**config.mk**
```make
export PLATFORM = sky130hd
export DESIGN_NAME = can_id_accept_filter
export DESIGN_NICKNAME = d
export VERILOG_FILES = /design/src/rtl/can_acc_pkg.sv /design/src/rtl/can_acc_rst_sync.sv /design/src/rtl/can_acc_mask_sel.sv /design/src/rtl/can_acc_compare.sv /design/src/rtl/can_id_accept_filter.sv
export SDC_FILE = /design/constraint.sdc
export NUM_CORES = 1
export LEC_CHECK = 0
export CORE_AREA = 2 2 52 54
export CTS_CLUSTER_SIZE = 40
export DETAILED_ROUTE_END_ITERATION = 7
export DIE_AREA = 0 0 54 56
export DONT_BUFFER_PORTS = 1
export PLACE_DENSITY_LB_ADDON = 0.1
export SLEW_MARGIN = 5
export SYNTH_ARGS = -nofsm -noshare
export SYNTH_HDL_FRONTEND = slang
export SYNTH_SLANG_ARGS = --single-unit
export TNS_END_PERCENT = 20
```
**constraint.sdc**
```tcl
create_clock -name clk -period 1 [get_ports clk]
set_input_delay 0.1 -clock clk [delete_from_list [all_inputs] [get_ports clk]]
set_output_delay 0.1 -clock clk [all_outputs]
set_load 0.05 [all_outputs]
```
**src/rtl/can_acc_pkg.sv**
```systemverilog
package can_acc_pkg;
  localparam int unsigned ID_W  = 29;
  localparam int unsigned STD_W = 11;
  localparam int unsigned STD_LSB = ID_W - STD_W;

  typedef logic [ID_W-1:0]  id_t;
  typedef logic [STD_W-1:0] std_mask_t;

  typedef struct packed {
    logic valid;
    logic accept;
  } verdict_t;
endpackage

```
**src/rtl/can_acc_rst_sync.sv**
```systemverilog
module can_acc_rst_sync #(
  parameter int unsigned STAGES = 2
) (
  input  logic clk,
  input  logic rst_n,
  output logic rst_ok_n
);
  logic [STAGES-1:0] sync_q;
  logic [STAGES-1:0] sync_d;

  always_comb begin
    sync_d = {sync_q[STAGES-2:0], 1'b1};
  end

  always_ff @(posedge clk or negedge rst_n) begin
    if (!rst_n) sync_q <= '0;
    else        sync_q <= sync_d;
  end

  assign rst_ok_n = sync_q[STAGES-1];
endmodule

```
**src/rtl/can_acc_mask_sel.sv**
```systemverilog
module can_acc_mask_sel
  import can_acc_pkg::*;
#(
  parameter int unsigned IW = ID_W,
  parameter int unsigned SW = STD_W
) (
  input  logic          frame_ext,
  input  logic [SW-1:0] gmask_std,
  input  logic [IW-1:0] gmask_ext,
  input  logic [IW-1:0] last_mask,
  input  logic          is_last,
  output logic [IW-1:0] eff_mask
);
  localparam int unsigned LOW_W = IW - SW;

  logic [IW-1:0] std_wide;
  logic [IW-1:0] glob_mask;
  logic [IW-1:0] obj_mask;

  // Standard mask sits on the top bits; the low part is never compared.
  assign std_wide  = {gmask_std, {LOW_W{1'b0}}};
  assign glob_mask = frame_ext ? gmask_ext : std_wide;
  assign obj_mask  = is_last ? last_mask : {IW{1'b1}};

  genvar b;
  generate
    for (b = 0; b < IW; b++) begin : g_and
      assign eff_mask[b] = glob_mask[b] & obj_mask[b];
    end
  endgenerate
endmodule

```
**src/rtl/can_acc_compare.sv**
```systemverilog
module can_acc_compare #(
  parameter int unsigned IW = 29
) (
  input  logic [IW-1:0] rx_id,
  input  logic [IW-1:0] obj_id,
  input  logic          rx_ext,
  input  logic          obj_ext,
  input  logic [IW-1:0] eff_mask,
  output logic          match
);
  logic [IW-1:0] diff_bits;
  logic          ide_same;

  assign diff_bits = (rx_id ^ obj_id) & eff_mask;
  assign ide_same  = ~(rx_ext ^ obj_ext);
  assign match     = ide_same & ~(|diff_bits);
endmodule

```
**src/rtl/can_id_accept_filter.sv**
```systemverilog
module can_id_accept_filter
  import can_acc_pkg::*;
#(
  parameter int unsigned IW = ID_W,
  parameter int unsigned SW = STD_W
) (
  input  logic          clk,
  input  logic          rst_n,
  input  logic          valid_in,
  input  logic [IW-1:0] rx_id,
  input  logic          rx_ext,
  input  logic [IW-1:0] obj_id,
  input  logic          obj_ext,
  input  logic [SW-1:0] gmask_std,
  input  logic [IW-1:0] gmask_ext,
  input  logic [IW-1:0] last_mask,
  input  logic          is_last,
  output logic          valid_out,
  output logic          accept
);
  logic          rst_ok_n;
  logic [IW-1:0] eff_mask;
  logic          match;
  verdict_t      verdict_q;
  verdict_t      verdict_d;

  can_acc_rst_sync #(.STAGES(2)) u_rst_sync (
    .clk      (clk),
    .rst_n    (rst_n),
    .rst_ok_n (rst_ok_n)
  );

  can_acc_mask_sel #(.IW(IW), .SW(SW)) u_mask_sel (
    .frame_ext (rx_ext),
    .gmask_std (gmask_std),
    .gmask_ext (gmask_ext),
    .last_mask (last_mask),
    .is_last   (is_last),
    .eff_mask  (eff_mask)
  );

  can_acc_compare #(.IW(IW)) u_cmp (
    .rx_id    (rx_id),
    .obj_id   (obj_id),
    .rx_ext   (rx_ext),
    .obj_ext  (obj_ext),
    .eff_mask (eff_mask),
    .match    (match)
  );

  always_comb begin
    verdict_d.valid  = valid_in;
    verdict_d.accept = valid_in & match;
  end

  always_ff @(posedge clk or negedge rst_ok_n) begin
    if (!rst_ok_n) verdict_q <= '0;
    else           verdict_q <= verdict_d;
  end

  assign valid_out = verdict_q.valid;
  assign accept    = verdict_q.accept;
endmodule


```
# ---- Yosys cells after proc, flatten, opt, wreduce, memory -nomap -nowiden
# Index checks and enable logic that the tools add are counted.
dict set report totals {
  reg_bits 4
  inputBits 133
  output_inout_bits 2
  elab_cells 42
}
dict set report classes {
  n_mux 2
  bitwise 36
  reduce_logical 1
}
# cell n
set op_table {}
lappend op_table {{29-bit two-way mux} 2}
lappend op_table {{1-bit bitwise AND} 31}
lappend op_table {{29-bit bitwise AND} 1}
lappend op_table {{29-bit OR reduction} 1}
lappend op_table {{29-bit bitwise XOR} 1}
lappend op_table {{1-bit NOT} 2}
lappend op_table {{1-bit bitwise XOR} 1}

# ---- Longest topological paths before layout
# Gate-level depths: netlist (run 1).
dict set report logic_depth {
  depth_word 7
  mapped_depth 6
  depth_no_buf 5
}

# ---- Cells and area by module
# From an unflattened synthesis (run 1), not the netlist that was laid out.
dict set report unflattened {
  cells_unflattened 149
  area_unflattened_um2 1038.5
}
# module instances cells_each area_each_um2 seq_area_each_um2
set modules_own_cells {}
lappend modules_own_cells {can_acc_mask_sel 1 93 519.2 0.0}
lappend modules_own_cells {can_acc_compare 1 50 409.1 0.0}
lappend modules_own_cells {can_id_accept_filter 1 3 56.3 50.0}
lappend modules_own_cells {can_acc_rst_sync 1 3 53.8 50.0}

# ---- Least setup slack after synthesis (run 1)
# OpenSTA, ideal clock, no wires.
dict set report synth_timing {
  kind {in2reg}
  from {input rx_ext}
  to {register verdict_q, in the netlist accept}
  setup_ns 0.068
  t_arrival_ns 1.298
  required_time_ns 0.932
  path_slack_ns -0.366
  stages 6
  n_path_buf 1
  cell_sequence {buf_6 mux2i_1 nor3_1 or4_1 nor3_1 and4_1}
}
# item line
set synth_lines {}
lappend synth_lines {{start: declaration} can_id_accept_filter.sv:11} ;# input logic rx_ext,
lappend synth_lines {{end signal: assignment} can_id_accept_filter.sv:58} ;# else verdict_q <= verdict_d;
lappend synth_lines {{end: declaration} can_id_accept_filter.sv:24} ;# verdict_t verdict_q;

==> impl_metrics.toml, run 1 <==
[status]
status = "finished, violations left"
violations = "setup timing"

[yosys]
yosysTopAreaCell = "xor2_1"
synth_cell_types = 25
synth_top_family_by_area = "XOR/XNOR gates"
syn_inst = 101
synth-xor-area-share_pct = 29.4
synth.area.top_cells = "xor2_1, o2111ai_1, dfrtp_1, xnor2_1, mux2i_1"
ys_warn_count = 0
avgSynthCellArea_um2 = 8.26
netlist_area_um2 = 835
ys_seq_area_share_pct = 12.0
yosys.area.top_type_share_pct = 17.8
synthesis.nets = 234
synthAdderAreaFrac_pct = 0
ys_seq_elements = 4
synth_compound_area_share_pct = 27.1
synth_mux_area_share_pct = 12.4
synth-simple-area-share_pct = 14.8

[critical_path]
r2r_start = "u_rst_sync.sync_q[0]$_DFF_PN0_"
crit_start = "rx_ext"
critPathCaptureType = "flop"
cp.arrival_ps = 1180
crit_type = "primary input to flop"
cp-start-kind = "primary input"
required_ps = 1160
cp_max_fo = 28

[floorplan]
die_h_um = 56
die-area_um2 = 3020
core_um2 = 2430
rows = 18
die_x_um = 54
ios = 135
initial_core_util_pct = 34.3

[power_and_ir_drop]
irDropWorstVdd_uv = 407
p_leak_nw = 0.335
p_per_area_nw_per_um2 = 694
total_power_uw = 646

[cells_and_area]
final_util_pct = 38.3
final_common_cell = "xor2_1"
drive_gt1_share_pct = 10.6
regArea_um2 = 100
diodes = 0
n_fill_cell = 268
final_cell_mix = "xor2_1, o2111ai_1, xnor2_1"
final_area_um2 = 931
nets = 239
multi_input_area_um2 = 712
area_delta_synth_final_pct = 11.5

[clock_tree]
clkTransAtPathRegs_ps = 40
cts_setup_buffers = 0
cts-root-buf = "clkbuf_4"
tritoncts = "yes"
cts_buffers = 3
max-clock-path-buffers = 2
insertion_delay_ps = 230
h-tree-depth = 1
cts.sinks = 4

[global_routing]
grt_max_degree = 29
overflow = 0
grt_pass1_vias = 881
grt_usage_pct = 15.1
antenna_found_initial = 0
grt_pass1_wl_um = 3480

[route]
wl_per_cell_um = 18.5
met1Wirelength_um = 773
drc_errors = 0
wl_met3_um = 302
topRoutingLayerUsed = "met3"
vias = 848
drt_iter0_markers = 2
drt-total-wl_um = 2480
wl_met2_um = 1400
drtPass1Iterations = 2
vias_per_cell = 6.33
ant_nets = 0

[sta]
fin_crit_ps = 1010
finalSetupTns_ps = -10.6
timing.final.crit_share_pct = 101
drv_slew = 0
fin_skew_ps = 5.23
setup_slack_ps = -10.6
rsz0062_at_grt = "yes"
setup_viol = 1
clock.fmax_mhz = 990
hold_viol = 0

[worst_hold_path]
hold_path_class = "flop to async pin"

[run]
maxCapViolCount = 0

[placement]
hpwl_um = 2210
placed_area_um2 = 880
routabilityCongestion = 0.734
port_buffers = 0
[synthesized netlist by cell type, drive strengths merged]
| master | count |
|---|---|
| buf | 2 |
| mux2 | 3 |
| nand2b | 1 |
| nor2b | 4 |
| nand4 | 3 |
| o22ai | 5 |
| mux2i | 7 |
| clkbuf | 3 |
| nand3 | 1 |
| nand2 | 1 |
| xor2 | 17 |
| and3 | 2 |
| dfrtp | 4 |
| o21ai | 8 |
| and4 | 1 |
| o2111ai | 15 |
| o32ai | 1 |
| xnor2 | 11 |
| a211oi | 2 |
| inv | 1 |
| nor4 | 1 |
| nor3 | 6 |
| conb | 1 |
| or4 | 1 |
[critical path, cell delays in order]
cell	delay, ps
mux2i_1	150
nor3_1	70
or4_4	530
nor3_2	120
and4_1	200
[metal layers]
metal	track usage (%)	vias up
met5	0	-
met4	5.36	0
met3	1.61	0
met2	29.6	69
met1	15.4	373
li1	-	406
[metrics by stage]
step | setup slack [ps] | hold slack (ps) | instances
4_1_cts | -46.0 | 26.6 | 134
5_1_grt | -74.6 | 37.9 | 134
6_report | -10.6 | 21.2 | 134
2_1_floorplan | -272 | -196 | 101
3_5_place_dp | -340 | -196 | 129
3_3_place_gp | -330 | -196 | 129
[repair_timing]
action	CTS	global route
gates cloned	0	0
hold endpoints to repair	3	0
hold buffers	2	0
gates resized for setup	1	1
endpoints found under the setup margin	1	1
[state kept, by name, indices dropped and copies added, names as in the netlist]
name and flops:
valid_out 1, u_rst_sync.sync_q 2, accept 1
[cell families after synthesis]
| family | Yosys count |
|---|---|
| AOI/OAI and AO/OA | 31 |
| xor gates and xnor gates | 28 |
| buffers and inverters | 6 |
| DFF | 4 |
| muxes | 10 |
| other | 1 |
| and+or+nand+nor | 21 |
[power by group]
part           internal (mW)  leakage, nW  switching, mW  total [mW]
logic                  0.166        0.273          0.105       0.271
registers              0.169       0.0489         0.0106       0.180
clock network          0.134       0.0138         0.0614       0.195
total                  0.469        0.335          0.177       0.646
[layout make-up]
class / instances / area share (%)
clock buffer: 3 / 2.42
timing repair buffer: 5 / 5.91
multi-input combinational: 91 / 76.5
sequential: 4 / 10.8
inverter: 1 / 0.403
tap: 30 / 4.03
[path summary, 6_finish.rpt]
check,to,slack [ps],depth (start not counted)
setup / recovery,accept$_DFF_PN0_,-10,5
hold reg to reg,valid_out$_DFF_PN0_,20,0
hold / removal,valid_out$_DFF_PN0_,20,0
setup reg to reg,u_rst_sync.sync_q[1]$_DFF_PN0_,530,0
min in group clk,accept$_DFF_PN0_,170,2
max in group asynchronous,u_rst_sync.sync_q[0]$_DFF_PN0_,780,1
(Power assumes the default switching activity.)
==> inputs of run 2 (changes only) <==
Settings changed: CELL_PAD_IN_SITES_DETAIL_PLACEMENT from default to 1, CELL_PAD_IN_SITES_GLOBAL_PLACEMENT from default to 2, CORE_AREA 2 2 52 54 to default, CORE_ASPECT_RATIO from default to 1.25, CORE_UTILIZATION from default to 27, DIE_AREA 0 0 54 56 to default.
==> impl_metrics.toml, run 2 (synthesis gave the netlist of run 1 again) <==
[power_and_ir_drop]
total_power_uw = 641
p_leak_nw = 0.328
p_per_area_nw_per_um2 = 689
irDropWorstVdd_uv = 384

[critical_path]
crit_type = "primary input to flop"
cp-start-kind = "primary input"
max_stage_delay_ps = 540
required_ps = 1160
cp_max_fo = 28
reg2reg_slack_ps = 540
cp.arrival_ps = 1190
crit_start = "rx_ext"
worstPathCellList = "mux2i_2 -> nor3_1 -> or4_1 -> nor3_2 -> and4_1"
reg2reg_to = "u_rst_sync.sync_q[1]$_DFF_PN0_"
critPathCaptureType = "flop"
cp_slowest_cell = "or4_1"
worst_r2r_path_depth = 0
r2r_start = "u_rst_sync.sync_q[0]$_DFF_PN0_"
cp-endpoint = "accept$_DFF_PN0_"

[sta]
rsz0062_at_grt = "yes"
setup_viol = 1
fin_crit_ps = 1030
fin_skew_ps = 1.78
finalSetupTns_ps = -28.1
clock.fmax_mhz = 973
hold_viol = 0
timing.final.crit_share_pct = 103
setup_slack_ps = -28.1
drv_slew = 0
hold-worst-slack_ps = 26.8

[placement]
pre_cts_ws_ps = -301
routabilityCongestion = 0.681
port_buffers = 0
placed_area_um2 = 880
hpwl_um = 2220

[floorplan]
core_um2 = 2950
rows = 22
initial_core_util_pct = 28.3
die_h_um = 64.2
ios = 135
die_x_um = 51.7
die-area_um2 = 3320

[cells_and_area]
n_fill_cell = 350
diodes = 0
final_common_cell = "xor2_1"
nets = 238
final_cell_mix = "xor2_1, o2111ai_1, xnor2_1"
drive_gt1_share_pct = 9.71
area_delta_synth_final_pct = 11.5
largest_reg_flops = 2
top_register = "u_rst_sync.sync_q"
final_area_um2 = 931

[global_routing]
use_met2_pct = 26.8
overflow = 0
antenna_found_initial = 0
grtUsageMet3_pct = 4.05
grt-busiest-layer = "met2"
grt_usage_pct = 13.8
grt_pass1_vias = 831
grt_max_degree = 29
grt_pass1_wl_um = 3520
use_met1_pct = 13.8

[worst_hold_path]
hold_path_class = "flop to async pin"

[route]
drt-total-wl_um = 2470
vias = 855
drc_errors = 0
wl_per_cell_um = 17.8
drt_iter0_markers = 7
drtPass1Iterations = 2
vias_per_cell = 6.15
ant_nets = 0

[clock_tree]
cts_buffers = 3
max-clock-path-buffers = 2
insertion_delay_ps = 230
clkTransAtPathRegs_ps = 40
h-tree-depth = 1
cts-root-buf = "clkbuf_4"
tritoncts = "yes"
cts_setup_buffers = 0
cts.sinks = 4

[status]
status = "finished, violations left"
violations = "setup timing"

[run]
maxCapViolCount = 0
run 2: final cells by class:
type                    count  area [um2]  share of cell area (%)
multi-input cells          91         712                    76.5
flip-flops and latches      4         100                    10.8
repair buffers              4        47.5                    5.11
well taps                  36        45.0                    4.84
clock buffers               3        22.5                    2.42
inverters                   1        3.75                   0.403
run 2: how the worst min path moves through the flow:
| stage | endpoint | depth (start not counted) | from |
|---|---|---|---|
| finish | valid_out$_DFF_PN0_ | 0 | u_rst_sync.sync_q[1]$_DFF_PN0_ |
| floorplan | u_rst_sync.sync_q[0]$_DFF_PN0_ | 0 | rst_n |
| global route | accept$_DFF_PN0_ | 0 | u_rst_sync.sync_q[1]$_DFF_PN0_ |
| detailed placement | u_rst_sync.sync_q[1]$_DFF_PN0_ | 0 | rst_n |
| CTS | valid_out$_DFF_PN0_ | 0 | u_rst_sync.sync_q[1]$_DFF_PN0_ |
| global placement | u_rst_sync.sync_q[1]$_DFF_PN0_ | 0 | rst_n |
run 2: power breakdown:
group	switching (mW)	total (mW)	internal, mW
registers	0.0118	0.181	0.169
logic	0.104	0.266	0.162
clock network	0.0601	0.194	0.134
run 2: critical path, delay by kind of cell:
family / cells / cell delay (ps)
simple gates: 4 / 910
mux: 1 / 170
run 2: layer usage:
layer / share of wire (%) / up-vias
met3: 12 / 0
met4: 0 / 0
met5: 0 / -
li1: - / 401
met2: 55 / 73
met1: 33 / 381
run 2: what timing repair did:
action / 4_1_cts / 5_1_grt
setup endpoints to repair: 1 / 1
hold buffers: 2 / 0
hold endpoints to repair: 3 / 0
pin swaps: 0 / 1
gates resized for setup: 1 / 1
run 2: per-stage QoR:
step,std cells,utilization (%)
after detailed placement,134,29.9
after global routing,139,31.6
final,139,31.6
after global placement,134,29.9
after CTS,139,31.5
after floorplan,101,-
